File: src/rtl/spf_pkg.sv
package spf_pkg;

  // fold two adjacent bit fields of the address into a bucket number
  function automatic int unsigned spf_fold_hash(input logic [31:0] addr, input int unsigned bw);
    logic [31:0] mask;
    logic [31:0] lo;
    logic [31:0] hi;
    mask = (32'd1 << bw) - 32'd1;
    lo   = addr & mask;
    hi   = (addr >> bw) & mask;
    return int'(lo ^ hi);
  endfunction

  // forward distance on a ring of the given depth
  function automatic int unsigned spf_ring_dist(input int unsigned from_pos,
                                                input int unsigned to_pos,
                                                input int unsigned depth);
    return (to_pos + depth - from_pos) % depth;
  endfunction

endpackage

File: src/rtl/spf_history.sv
module spf_history #(
  parameter int ADDR_W = 16,
  parameter int DEPTH  = 32,
  parameter int GROUP  = 4
) (
  input  logic                       clk,
  input  logic                       rst_n,
  input  logic                       app_en,
  input  logic [ADDR_W-1:0]          app_addr,
  output logic [$clog2(DEPTH)-1:0]   app_pos,
  output logic [$clog2(DEPTH)-1:0]   wptr,
  output logic [$clog2(GROUP+1)-1:0] stage_cnt,
  input  logic [$clog2(DEPTH)-1:0]   rd_ptr,
  output logic [ADDR_W-1:0]          rd_addr
);
  localparam int PTR_W = $clog2(DEPTH);
  localparam int CNT_W = $clog2(GROUP+1);

  logic [ADDR_W-1:0] ring  [DEPTH];
  logic [ADDR_W-1:0] stage [GROUP];
  logic              group_done;

  assign group_done = app_en && (stage_cnt == CNT_W'(GROUP-1));
  assign app_pos    = wptr + PTR_W'(stage_cnt);
  assign rd_addr    = ring[rd_ptr];

  always_ff @(posedge clk) begin
    if (!rst_n) begin
      wptr      <= '0;
      stage_cnt <= '0;
    end else if (app_en) begin
      if (group_done) begin
        stage_cnt <= '0;
        wptr      <= wptr + PTR_W'(GROUP);
      end else begin
        stage_cnt <= stage_cnt + CNT_W'(1);
      end
    end
  end

  always_ff @(posedge clk) begin
    if (app_en) stage[stage_cnt] <= app_addr;
  end

  always_ff @(posedge clk) begin
    if (group_done) begin
      for (int j = 0; j < GROUP; j++) begin
        if (j == GROUP-1) ring[wptr + PTR_W'(j)] <= app_addr;
        else              ring[wptr + PTR_W'(j)] <= stage[j];
      end
    end
  end

  AST_WPTR_GROUP_STEP: assert property (@(posedge clk) disable iff (!rst_n)
    (wptr != $past(wptr)) |-> (wptr == $past(wptr) + PTR_W'(GROUP)));
  AST_STAGE_BOUND: assert property (@(posedge clk) disable iff (!rst_n)
    stage_cnt < CNT_W'(GROUP));

endmodule

File: src/rtl/spf_index.sv
module spf_index
  import spf_pkg::*;
#(
  parameter int ADDR_W  = 16,
  parameter int PTR_W   = 5,
  parameter int BUCKETS = 8,
  parameter int WAYS    = 2
) (
  input  logic              clk,
  input  logic              rst_n,
  input  logic [ADDR_W-1:0] lk_addr,
  output logic              lk_hit,
  output logic [PTR_W-1:0]  lk_pos,
  input  logic              upd_en,
  input  logic [ADDR_W-1:0] upd_addr,
  input  logic [PTR_W-1:0]  upd_pos
);
  localparam int BKT_W = $clog2(BUCKETS);
  localparam int WAY_W = (WAYS > 1) ? $clog2(WAYS) : 1;
  localparam int AGE_W = WAY_W;

  logic              vld [BUCKETS][WAYS];
  logic [ADDR_W-1:0] tag [BUCKETS][WAYS];
  logic [PTR_W-1:0]  pos [BUCKETS][WAYS];
  logic [AGE_W-1:0]  age [BUCKETS][WAYS];

  logic [BKT_W-1:0]  lk_b;
  logic [BKT_W-1:0]  ub;
  logic              u_match;
  logic [WAY_W-1:0]  u_hit_way;
  logic [WAY_W-1:0]  u_lru_way;
  logic [WAY_W-1:0]  u_way;
  logic [WAYS-1:0]   lru_vec;

  assign lk_b = BKT_W'(spf_fold_hash(32'(lk_addr), BKT_W));
  assign ub   = BKT_W'(spf_fold_hash(32'(upd_addr), BKT_W));

  always_comb begin
    lk_hit = 1'b0;
    lk_pos = '0;
    for (int w = 0; w < WAYS; w++) begin
      if (vld[lk_b][w] && (tag[lk_b][w] == lk_addr)) begin
        lk_hit = 1'b1;
        lk_pos = pos[lk_b][w];
      end
    end
  end

  always_comb begin
    u_match   = 1'b0;
    u_hit_way = '0;
    u_lru_way = '0;
    lru_vec   = '0;
    for (int w = 0; w < WAYS; w++) begin
      if (vld[ub][w] && (tag[ub][w] == upd_addr)) begin
        u_match   = 1'b1;
        u_hit_way = WAY_W'(w);
      end
      if (age[ub][w] == AGE_W'(WAYS-1)) begin
        lru_vec[w] = 1'b1;
        u_lru_way  = WAY_W'(w);
      end
    end
    u_way = u_match ? u_hit_way : u_lru_way;
  end

  always_ff @(posedge clk) begin
    if (!rst_n) begin
      for (int b = 0; b < BUCKETS; b++) begin
        for (int w = 0; w < WAYS; w++) begin
          vld[b][w] <= 1'b0;
          age[b][w] <= AGE_W'(w);
        end
      end
    end else if (upd_en) begin
      vld[ub][u_way] <= 1'b1;
      for (int w = 0; w < WAYS; w++) begin
        if (WAY_W'(w) == u_way)               age[ub][w] <= '0;
        else if (age[ub][w] < age[ub][u_way]) age[ub][w] <= age[ub][w] + AGE_W'(1);
      end
    end
  end

  always_ff @(posedge clk) begin
    if (upd_en) begin
      tag[ub][u_way] <= upd_addr;
      pos[ub][u_way] <= upd_pos;
    end
  end

  AST_LRU_SINGLE_VICTIM: assert property (@(posedge clk) disable iff (!rst_n)
    upd_en |-> ($countones(lru_vec) == 1));

endmodule

File: src/rtl/spf_addr_queue.sv
module spf_addr_queue #(
  parameter int W     = 16,
  parameter int DEPTH = 4
) (
  input  logic         clk,
  input  logic         rst_n,
  input  logic         flush,
  input  logic         push,
  input  logic [W-1:0] push_data,
  output logic         full,
  output logic         out_valid,
  output logic [W-1:0] out_data,
  input  logic         out_ready
);
  localparam int IW = (DEPTH > 1) ? $clog2(DEPTH) : 1;
  localparam int CW = $clog2(DEPTH+1);

  logic [W-1:0]  mem [DEPTH];
  logic [IW-1:0] rdp;
  logic [IW-1:0] wrp;
  logic [CW-1:0] cnt;
  logic          pop;

  assign full      = (cnt == CW'(DEPTH));
  assign out_valid = (cnt != '0);
  assign out_data  = mem[rdp];
  assign pop       = out_valid && out_ready;

  always_ff @(posedge clk) begin
    if (!rst_n || flush) begin
      rdp <= '0;
      wrp <= '0;
      cnt <= '0;
    end else begin
      if (push) wrp <= (wrp == IW'(DEPTH-1)) ? '0 : wrp + IW'(1);
      if (pop)  rdp <= (rdp == IW'(DEPTH-1)) ? '0 : rdp + IW'(1);
      case ({push, pop})
        2'b10:   cnt <= cnt + CW'(1);
        2'b01:   cnt <= cnt - CW'(1);
        default: cnt <= cnt;
      endcase
    end
  end

  always_ff @(posedge clk) begin
    if (push && !flush) mem[wrp] <= push_data;
  end

  AST_QUEUE_NO_OVERFLOW: assert property (@(posedge clk) disable iff (!rst_n)
    push |-> !full);
  AST_HOLD_UNTIL_TAKEN: assert property (@(posedge clk) disable iff (!rst_n)
    (out_valid && !out_ready && !flush) |=> (out_valid && $stable(out_data)));

endmodule

File: src/rtl/spf_stream_prefetcher.sv
module spf_stream_prefetcher
  import spf_pkg::*;
#(
  parameter int ADDR_W     = 16,
  parameter int HIST_DEPTH = 32,
  parameter int GROUP      = 4,
  parameter int BUCKETS    = 8,
  parameter int WAYS       = 2,
  parameter int Q_DEPTH    = 4,
  parameter int LFSR_W     = 8,
  parameter logic [LFSR_W-1:0] LFSR_TAPS = 8'hB8
) (
  input  logic              clk,
  input  logic              rst_n,
  input  logic              miss_valid,
  input  logic [ADDR_W-1:0] miss_addr,
  input  logic              miss_pf_hit,
  input  logic              hint_valid,
  input  logic              hint_start,
  input  logic [LFSR_W:0]   samp_thresh,
  output logic              pf_valid,
  output logic [ADDR_W-1:0] pf_addr,
  input  logic              pf_ready
);
  localparam int PTR_W = $clog2(HIST_DEPTH);
  localparam int CNT_W = $clog2(GROUP+1);

  logic              rec_en;
  logic [LFSR_W-1:0] lfsr;
  logic [PTR_W-1:0]  rd_ptr;
  logic              replay_on;

  // named internal events
  logic              demand;
  logic              app_en;
  logic              sample_ok;
  logic              upd_en;
  logic              lk_hit;
  logic [PTR_W-1:0]  lk_pos;
  logic              in_stage;
  logic              start_replay;
  logic              replay_push;
  logic              q_full;
  logic [PTR_W-1:0]  app_pos;
  logic [PTR_W-1:0]  wptr;
  logic [CNT_W-1:0]  stage_cnt;
  logic [ADDR_W-1:0] hist_rd;

  assign demand       = miss_valid && !miss_pf_hit;
  assign app_en       = miss_valid && rec_en;
  assign sample_ok    = {1'b0, lfsr} < samp_thresh;
  assign upd_en       = app_en && sample_ok;
  assign in_stage     = spf_ring_dist(int'(wptr), int'(lk_pos), HIST_DEPTH) < int'(stage_cnt);
  assign start_replay = demand && lk_hit && !in_stage;
  assign replay_push  = replay_on && !start_replay && (rd_ptr != wptr) && !q_full;

  always_ff @(posedge clk) begin
    if (!rst_n)          rec_en <= 1'b0;
    else if (hint_valid) rec_en <= hint_start;
  end

  always_ff @(posedge clk) begin
    if (!rst_n)      lfsr <= LFSR_W'(1);
    else if (app_en) lfsr <= {1'b0, lfsr[LFSR_W-1:1]} ^ (lfsr[0] ? LFSR_TAPS : '0);
  end

  always_ff @(posedge clk) begin
    if (!rst_n) begin
      replay_on <= 1'b0;
      rd_ptr    <= '0;
    end else if (start_replay) begin
      replay_on <= 1'b1;
      rd_ptr    <= lk_pos + PTR_W'(1);
    end else if (replay_on) begin
      if (rd_ptr == wptr)  replay_on <= 1'b0;
      else if (!q_full)    rd_ptr    <= rd_ptr + PTR_W'(1);
    end
  end

  spf_history #(.ADDR_W(ADDR_W), .DEPTH(HIST_DEPTH), .GROUP(GROUP)) u_hist (
    .clk       (clk),
    .rst_n     (rst_n),
    .app_en    (app_en),
    .app_addr  (miss_addr),
    .app_pos   (app_pos),
    .wptr      (wptr),
    .stage_cnt (stage_cnt),
    .rd_ptr    (rd_ptr),
    .rd_addr   (hist_rd)
  );

  spf_index #(.ADDR_W(ADDR_W), .PTR_W(PTR_W), .BUCKETS(BUCKETS), .WAYS(WAYS)) u_index (
    .clk      (clk),
    .rst_n    (rst_n),
    .lk_addr  (miss_addr),
    .lk_hit   (lk_hit),
    .lk_pos   (lk_pos),
    .upd_en   (upd_en),
    .upd_addr (miss_addr),
    .upd_pos  (app_pos)
  );

  spf_addr_queue #(.W(ADDR_W), .DEPTH(Q_DEPTH)) u_queue (
    .clk       (clk),
    .rst_n     (rst_n),
    .flush     (start_replay),
    .push      (replay_push),
    .push_data (hist_rd),
    .full      (q_full),
    .out_valid (pf_valid),
    .out_data  (pf_addr),
    .out_ready (pf_ready)
  );

  AST_NO_RECORD_WHEN_OFF: assert property (@(posedge clk) disable iff (!rst_n)
    !rec_en |=> ($stable(wptr) && $stable(stage_cnt)));
  AST_FLUSH_ON_HIT: assert property (@(posedge clk) disable iff (!rst_n)
    start_replay |=> !pf_valid);
  AST_PFHIT_NO_LOOKUP: assert property (@(posedge clk) disable iff (!rst_n)
    (miss_valid && miss_pf_hit && !replay_on) |=> !replay_on);
  AST_SAMPLE_ZERO_BLOCKS: assert property (@(posedge clk) disable iff (!rst_n)
    (samp_thresh == '0) |-> !upd_en);

endmodule

File: config.mk
export PLATFORM = sky130hd
export DESIGN_NAME = spf_stream_prefetcher
export DESIGN_NICKNAME = d
export VERILOG_FILES = /design/src/rtl/spf_pkg.sv /design/src/rtl/spf_history.sv /design/src/rtl/spf_index.sv /design/src/rtl/spf_addr_queue.sv /design/src/rtl/spf_stream_prefetcher.sv
export SDC_FILE = /design/constraint.sdc
export NUM_CORES = 1
export LEC_CHECK = 0
export BUFFER_PORTS_ARGS = -buffer_cell sky130_fd_sc_hd__buf_2
export CORE_AREA = 2 2 273 275
export CTS_CLUSTER_DIAMETER = 100
export DETAILED_ROUTE_END_ITERATION = 8
export DIE_AREA = 0 0 275 277
export HOLD_SLACK_MARGIN = 0.03
export PLACE_DENSITY = 0.7
export REMOVE_ABC_BUFFERS = 1
export SYNTH_ARGS = -nofsm -noshare
export SYNTH_HDL_FRONTEND = slang
export SYNTH_SLANG_ARGS = --single-unit
File: constraint.sdc
create_clock -name clk -period 12.2 [get_ports clk]
set_input_delay 2.44 -clock clk [delete_from_list [all_inputs] [get_ports clk]]
set_output_delay 2.44 -clock clk [all_outputs]
set_load 0.02 [all_outputs]
# Word level (Yosys, flattened, before mapping)
# Memories as Yosys holds them, arrays and structs flattened. A register that Yosys moved wholly into a read port is not among the register bits.
# Cells that the tools add are included.
# Widths: inputs -> output; s select.
dict set report classes {
  addsub 16
  magnitude_cmp 6
  n_eq_ne 12
  mux 70
  n_bitwise 5
  reduce_logical 27
}
# op n
set op_table {}
lappend op_table {{$mux 5} 9}
lappend op_table {{$mux 1} 41}
lappend op_table {{$eq 16x16->1} 2}
lappend op_table {{$mux 32} 1}
lappend op_table {{$add 5x1->5 const B} 4}
lappend op_table {{$mux 2} 9}
lappend op_table {{$demux 16 s1} 1}
lappend op_table {{$mux 16} 1}
lappend op_table {{$logic_and 1x1->1} 14}
lappend op_table {{$add 5x2->5 const B} 2}
lappend op_table {{$mux 10} 1}
lappend op_table {{$lt 8x9->1} 1}
lappend op_table {{$mux 3} 3}
lappend op_table {{$mux 8} 1}
lappend op_table {{$xor 7x8->8} 1}
lappend op_table {{$add 3x1->3 const B} 2}
lappend op_table {{$eq 2x2->1 const B} 3}
lappend op_table {{$pmux 3 s2} 1}
lappend op_table {{$add 5x3->5} 1}
lappend op_table {{$add 5x3->5 const B} 1}
lappend op_table {{$demux 5 s1} 1}
lappend op_table {{$eq 5x5->1} 1}
lappend op_table {{$logic_not 1->1} 5}
lappend op_table {{$lt 5x3->1} 1}
lappend op_table {{22 further kinds} 29}
dict set report word_totals {
  ff_bits 30
  ram_bits 1008
  inputBits 32
  output_inout_bits 17
  memories 7
}
# name words width rd rd_ports_with_merged_regs write_ports line_no
set mem_list {}
lappend mem_list {u_hist.ring 32 16 1 1 4 spf_history.sv:19} ;# logic [ADDR_W-1:0] ring [DEPTH];
lappend mem_list {u_index.tag 8 32 1 0 1 spf_index.sv:23} ;# logic [ADDR_W-1:0] tag [BUCKETS][WAYS];
lappend mem_list {u_index.pos 8 10 1 0 1 spf_index.sv:24} ;# logic [PTR_W-1:0] pos [BUCKETS][WAYS];
lappend mem_list {u_hist.stage 4 16 3 0 1 spf_history.sv:20} ;# logic [ADDR_W-1:0] stage [GROUP];
lappend mem_list {u_queue.mem 4 16 1 1 1 spf_addr_queue.sv:18} ;# logic [W-1:0] mem [DEPTH];
lappend mem_list {u_index.age 8 2 1 0 8 spf_index.sv:25} ;# logic [AGE_W-1:0] age [BUCKETS][WAYS];
lappend mem_list {{+1 memories} -- -- -- -- -- --}

# Longest topological paths before layout
# Gate-level depths: netlist of run 1.
# An unclocked memory read counts as a cell.
dict set report logic_depth {
  word_depth 20
  mapped_depth 32
}

# By module
# From an unflattened synthesis of run 1, not the netlist that was laid out.
dict set report hier_totals {
  cells_unflattened 2553
  hier_area_um2 43251.5
}
# module n_inst cells_per_inst area_per_inst_um2 seq_area_each_um2
set by_module_without_submodules {}
lappend by_module_without_submodules {spf_history 1 1185 21892.2 16936.2}
lappend by_module_without_submodules {spf_index 1 1086 17321.6 10880.4}
lappend by_module_without_submodules {spf_addr_queue 1 135 2816.5 2102.0}
lappend by_module_without_submodules {spf_stream_prefetcher 1 147 1221.2 300.3}

# Least setup slack after synthesis of run 1
# No wires, ideal clock.
dict set report synth_path {
  path_kind {in2reg}
  from {input miss_valid}
  to {memory u_hist.ring[0][0], enable pin}
  setup_ps 565
  t_arrival_ps 7559
  setup_slack_ps 4077
  cell_stages 6
  n_path_buf 1
  path_cell_list {and2_1 > clkbuf_1 > nand2_1 > nor2_1 > nand2_1 > nor3_1}
}
# item line_no
set synth_rtl {}
lappend synth_rtl {{start: declaration} spf_stream_prefetcher.sv:15} ;# input logic miss_valid,
lappend synth_rtl {{end: declaration} spf_history.sv:19}

==> results of run 1 <==
==> synth_stat cells, drive strengths merged, types with 2 or more instances <==
cell type,count,area share [%]
a2111oi,2,0.044
a211oi,3,0.056
a21o,8,0.15
a21oi,35,0.44
a221oi,2,0.044
a222oi,2,0.050
a22o,3,0.066
a22oi,20,0.38
a31oi,5,0.078
a32oi,7,0.15
and2,2,0.031
and3,8,0.13
and4,2,0.044
buf,52,0.76
clkbuf,47,0.44
dfxtp,52,2.6
edfxtp,975,73
ha,26,0.82
inv,28,0.26
mux2,32,0.90
mux2i,32,0.80
mux4,203,11
nand2,98,0.94
nand2b,7,0.11
nand3,24,0.30
nand3b,2,0.038
nand4,16,0.25
nor2,101,0.95
nor2b,2,0.031
nor3,30,0.38
nor4,17,0.28
o211ai,2,0.038
o21a,12,0.23
o21ai,26,0.33
o221ai,14,0.32
o22a,3,0.066
o22ai,40,0.63
o31ai,3,0.056
or2,2,0.031
or3,5,0.078
or4,4,0.085
xnor2,32,0.74
xor2,20,0.51
==> kinds of logic after synthesis <==
logic type               synth area share, %
AO/OA/AOI/OAI                           3.38
XOR/XNOR                                1.25
adder cells (fa/ha/maj)                0.866
buffers and inverters                   1.47
flip-flops                              76.1
multiplexers                            13.2
AND/OR/NAND/NOR                         3.79
==> worst max path at each step <==
stage,depth (start not counted),startpoint,endpoint
after floorplan,24,miss_addr[4],flip-flop
after detailed placement,26,miss_addr[0],rd_ptr[4]$_SDFFE_PN0N_
after global placement,26,miss_addr[0],flip-flop
after global routing,28,miss_addr[4],flip-flop
final,26,miss_addr[0],flip-flop
after CTS,26,miss_addr[0],flip-flop
==> flip-flops by register name, indices dropped and copies added (netlist names), named ones only <==
| name | count |
|---|---|
| rd_ptr | 5 |
| lfsr | 8 |
| u_index.pos | 80 |
| replay_on | 1 |
| u_index.age | 16 |
| u_hist.wptr | 3 |
| u_queue.cnt | 3 |
| u_hist.stage_cnt | 3 |
| u_queue.mem | 64 |
| u_hist.ring | 512 |
| u_index.vld | 16 |
| u_hist.stage | 48 |
| rec_en | 1 |
| u_queue.rdp | 2 |
| u_index.tag | 256 |
| u_queue.wrp | 2 |
==> power groups by stage <==
stage	Combinational, mW	Sequential, mW	Clock [mW]
after floorplan	0.152	3.92	0
after global placement	0.254	3.92	0
after detailed placement	0.258	3.92	0
after CTS	0.259	3.85	3.03
after global routing	0.280	3.85	3.17
final	0.262	3.85	2.98
==> layout make-up <==
cell class | count | area (µm²)
Sequential cell | 1027 | 30300
Fill cell | 5066 | 29000
Multi-Input combinational cell | 869 | 9110
Clock buffer | 122 | 2640
Tap cell | 969 | 1210
Timing Repair Buffer | 97 | 621
Clock inverter | 67 | 562
Inverter | 28 | 105
==> through the flow <==
| stage | instances | total power, mW |
|---|---|---|
| 2_1_floorplan | 1924 | 4.07 |
| 3_3_place_gp | 2990 | 4.18 |
| 3_5_place_dp | 2990 | 4.18 |
| 4_1_cts | 3179 | 7.14 |
| 5_1_grt | 3179 | 7.29 |
| 6_report | 3179 | 7.09 |
==> worst min-delay path: stages (launching register included) <==
cell,delay (ns)
dfxtp_1,0.32
nor2_1,0.05
nor2_1,0.07
==> metal layers <==
layer  up-vias  wire length (µm)  track usage [%]
met5         -                 0                0
met4         0              1890             5.97
li1       8475                 -                -
met1     10400             34700             31.7
met3       158              5670             3.27
met2       791             42700             37.8
==> impl_metrics.yaml, run 1 <==
sta:
  clock_skew_ns: 0.0343
  hold_viol_final: 0
  post-route-period-util_pct: 75.9
  maxSlewViolCount: 0
  fin_ws_ns: 2.94
  finalSetupViolations: 0
  rsz0062_at_grt: "no"
  max_freq_mhz: 108
  max_slew.worst_pin.slew_ns: 1.41
  timing.hold.ws_ns: 0.473
  period_minus_slack_ns: 9.26
  setup_tns_ns: 0
  max_slew_margin_pct: 5.92
logic_synthesis:
  synthArstFlopShare_pct: 0
  synth.ff_latch_count: 1027
  syn_avg_cell_area_um2: 19.7
  syn_area_um2: 39900
  ys.flop_type: "edfxtp_1"
  synth_cell_type_count: 73
  syn_inst: 2023
  synth_edf_count: 975
  yosysWarnings: 0
  ys_seq_area_share_pct: 76.1
floorplan:
  io_pins: 49
  dieHeight_um: 277
  die_width_um: 275
  placementRows: 100
  core_um2: 73600
  start_util_pct: 54.2
  design.die.area_um2: 76200
layout:
  nets: 2184
  drive_gt1_share_pct: 23.4
  utilization_pct: 60.6
  fin_area_um2: 44600
  final_common_cell: "edfxtp_1"
  final_cell_mix: "edfxtp_1 (975), mux4_2 (201), clkbuf_16 (102)"
  diodes: 0
  syn_to_final_growth_pct: 11.8
hold_path:
  hold_start: "u_index.vld[4][0]$_DFF_P_"
  hold-path-endpoint: "u_index.vld[4][0]$_DFF_P_"
  hold_class: "reg -> reg"
  holdPathStages: 2
route:
  drt-initial-drc-count: 2006
  route.vias.total: 19900
  firstDrtPassIters: 5
  drc_errors: 0
  viasPerCell: 6.25
  route.detailed.wl_per_inst_um: 26.7
  ant_nets: 0
  drt-total-wl_um: 84900
power_and_ir_drop:
  intPower_mw: 5.61
  combinationalPowerShare_pct: 3.7
  p_per_area_nw_per_um2: 159
  p_sw_mw: 1.48
  swShare_pct: 20.8
  p_leak_nw: 13.9
  peakVddDrop_v: 0.000126
  seqPwrFrac_pct: 54.3
  p_clk_share_pct: 42.0
clock_tree:
  cts_buffers: 102
  cts_hold_buf: 0
  cts_tree: "yes"
  cts_resized: 0
  path_clk_slew_ns: 0.06
  insertion_delay_ns: 0.67
  clock_sinks: 1027
  cts_root_buf: "clkbuf_16"
  clockBufferDepth: 3
  htreeDepth: 3
  cts_setup_buffers: 0
worst_setup_path:
  slowest_delay_ns: 0.72
  cp.arrival_ns: 9.79
  cp_max_fo: 68
  critical_path_class: "in -> reg"
  crit_top_cell: "mux2i_1"
  cp_top_family: "simple AND/OR/NAND/NOR gates"
  endpoint_kind: "flip-flop"
  r2r_slack_ns: 5.86
  slowest_stage: "nor4bb_1"
  reg2reg_depth: 23
  path_buf_inv: 2
  r2r_start: "u_index.tag[6][21]$_DFFE_PP_"
  startpoint_type: "input port"
  required_ns: 12.72
global_route:
  overflow: 0
  track_usage_pct: 22.7
  antenna_found_initial: 2
  first_global_vias: 20500
  grt_max_degree: 74
  grt_pass1_wl_um: 128000
placed_design:
  dp_hpwl_um: 46800
  place_ws_ns: 2.36
  placed_area_um2: 41400
  port_buffers: 48
  gp_congestion: 0.870
run:
  max_cap_violations: 0
status:
  outcome: "complete, no violations"
No activity file was read; power rests on OpenSTA's default activity.
==> inputs of run 2 (changes only) <==
==> constraint.sdc (replaced) <==
create_clock -name clk -period 9.5 [get_ports clk]
set_input_delay 1.9 -clock clk [delete_from_list [all_inputs] [get_ports clk]]
set_output_delay 1.9 -clock clk [all_outputs]
set_load 0.02 [all_outputs]
==> run 2 against run 1 <==
Net effect: worst setup slack worse by 1.6 ns; non-clock buffer count up 28; via count up 1.3%; first-iteration DRC count up 12%; global-route usage up 0.82 points; clock skew up 0.0056 ns; total power up 30%; die area unchanged; utilization up 0.49 points; sequential share of layout area down 0.54 points; largest power group unchanged; highest routed layer unchanged.
==> impl_metrics.yaml, run 2 (synthesized netlist as in run 1, its figures left out) <==
route:
  ant_nets: 0
  route.detailed.wl_per_inst_um: 27.3
  drt-total-wl_um: 87600
  drt-initial-drc-count: 2243
  drc_errors: 0
  viasPerCell: 6.28
  route.vias.total: 20100
  firstDrtPassIters: 6
global_route:
  track_usage_pct: 23.5
  grt_max_degree: 103
  overflow: 0
  first_global_vias: 20900
  grt_pass1_wl_um: 132000
  antenna_found_initial: 2
clock_tree:
  path_clk_slew_ns: 0.06
  cts_setup_buffers: 0
  cts_root_buf: "clkbuf_16"
  cts_hold_buf: 0
  clockBufferDepth: 3
  cts_resized: 0
  htreeDepth: 3
  clock_sinks: 1027
  cts_tree: "yes"
  cts_buffers: 101
  insertion_delay_ns: 0.67
placed_design:
  port_buffers: 48
  dp_hpwl_um: 49300
  gp_congestion: 0.895
  dp_cells: 3018
sta:
  max_slew_margin_pct: 27.5
  post-route-period-util_pct: 86.2
  max_freq_mhz: 122
  maxSlewViolCount: 0
  clock_skew_ns: 0.0399
  period_minus_slack_ns: 8.18
  rsz0062_at_grt: "no"
  setup_tns_ns: 0
  finalSetupViolations: 0
  timing.hold.ws_ns: 0.474
  hold_viol_final: 0
  max_slew.worst_pin.slew_ns: 1.08
worst_setup_path:
  cp_max_fo: 51
  required_ns: 10.04
  reg2reg_depth: 24
  critical_path_class: "in -> reg"
  r2r_slack_ns: 3.42
  endpoint_kind: "flip-flop"
  startpoint_type: "input port"
  cp.arrival_ns: 8.73
layout:
  largest_reg_flops: 512
  drive_gt1_share_pct: 25.0
  final_common_cell: "edfxtp_1"
  top_regs: "u_hist.ring: 512 flops, u_index.tag: 256 flops, u_index.pos: 80 flops"
  top_register: "u_hist.ring"
  fin_cells: 3204
  syn_to_final_growth_pct: 12.7
  nets: 2211
  final_cell_mix: "edfxtp_1 (975), mux4_2 (201), clkbuf_16 (103)"
floorplan:
  core_um2: 73600
  dieHeight_um: 277
  start_util_pct: 54.2
  design.die.area_um2: 76200
  io_pins: 49
  placementRows: 100
  die_width_um: 275
power_and_ir_drop:
  p_per_area_nw_per_um2: 205
  p_leak_nw: 14.1
  peakVddDrop_v: 0.000174
  report.power.total_mw: 9.23
status:
  outcome: "complete, no violations"
hold_path:
  hold_class: "reg -> reg"
  holdPathStages: 1
run:
  max_cap_violations: 0
## run 2: changes by cell type in the layout (fill, tap and decap cells not counted), moves of 2 or more
cell | before | now
buf_12 | 1 | 4
inv_6 | 1 | 3
clkbuf_1 | 19 | 14
clkinv_1 | 27 | 17
clkinvlp_4 | 4 | 8
buf_4 | 48 | 73
bufinv_16 | 7 | 10
clkinv_2 | 21 | 23
## run 2: through the flow
step	cell area, µm²	utilization (%)	setup slack, ns
after floorplan	39400	-	-1.63
after global placement	41600	56.6	1.11
after detailed placement	41600	56.6	0.752
after CTS	44900	61.1	1.46
after global routing	44900	61.1	0.873
final	44900	61.1	1.32
## run 2: path summary, 6_finish.rpt
| kind | startpoint | endpoint |
|---|---|---|
| setup / recovery | miss_addr[1] | flip-flop |
| hold / removal | u_index.vld[0][1]$_DFF_P_ | u_index.vld[0][1]$_DFF_P_ |
| setup reg to reg | u_index.tag[6][21]$_DFFE_PP_ | flip-flop |
| hold reg to reg | u_index.vld[0][1]$_DFF_P_ | u_index.vld[0][1]$_DFF_P_ |
## run 2: cell type report
class,count,area (µm²)
Tap cell,969,1210
Timing Repair Buffer,125,868
Clock inverter,68,677
Sequential cell,1027,30300
Antenna cell,1,2.50
Clock buffer,117,2630
Multi-Input combinational cell,869,9110
Fill cell,5118,28600
Inverter,28,105
## run 2: power by group
group          switching [mW]  internal (mW)  leakage (nW)
registers              0.0101           4.93          9.23
clock network            1.67           2.27          1.61
logic                   0.238          0.116          3.29
total                    1.92           7.31          14.1
## run 2: worst max-delay path, cell delays in order
cell       delay (ns)
buf_2            0.40
xor2_4           0.50
buf_12           0.33
mux4_2           0.36
mux2i_1          0.23
and2_1           0.20
mux2i_1          0.10
o22a_1           0.30
nor4bb_1         0.44
buf_4            0.19
nand4_1          0.09
mux2i_1          0.25
ha_1             0.30
inv_1            0.08
ha_1             0.24
a2111oi_0        0.62
nand2_1          0.12
a21o_1           0.18
a31o_1           0.30
nand3_1          0.13
o21a_1           0.13
ha_1             0.24
or4b_1           0.45
a22o_1           0.20
xor2_1           0.15
mux2i_1          0.14
nor2_1           0.07
## run 2: metal layers
layer / global-route usage [%] / share of wire, %
met5: 0 / 0
met4: 7.11 / 3.0
met3: 3.82 / 6.7
met2: 37.8 / 49
met1: 33.4 / 41
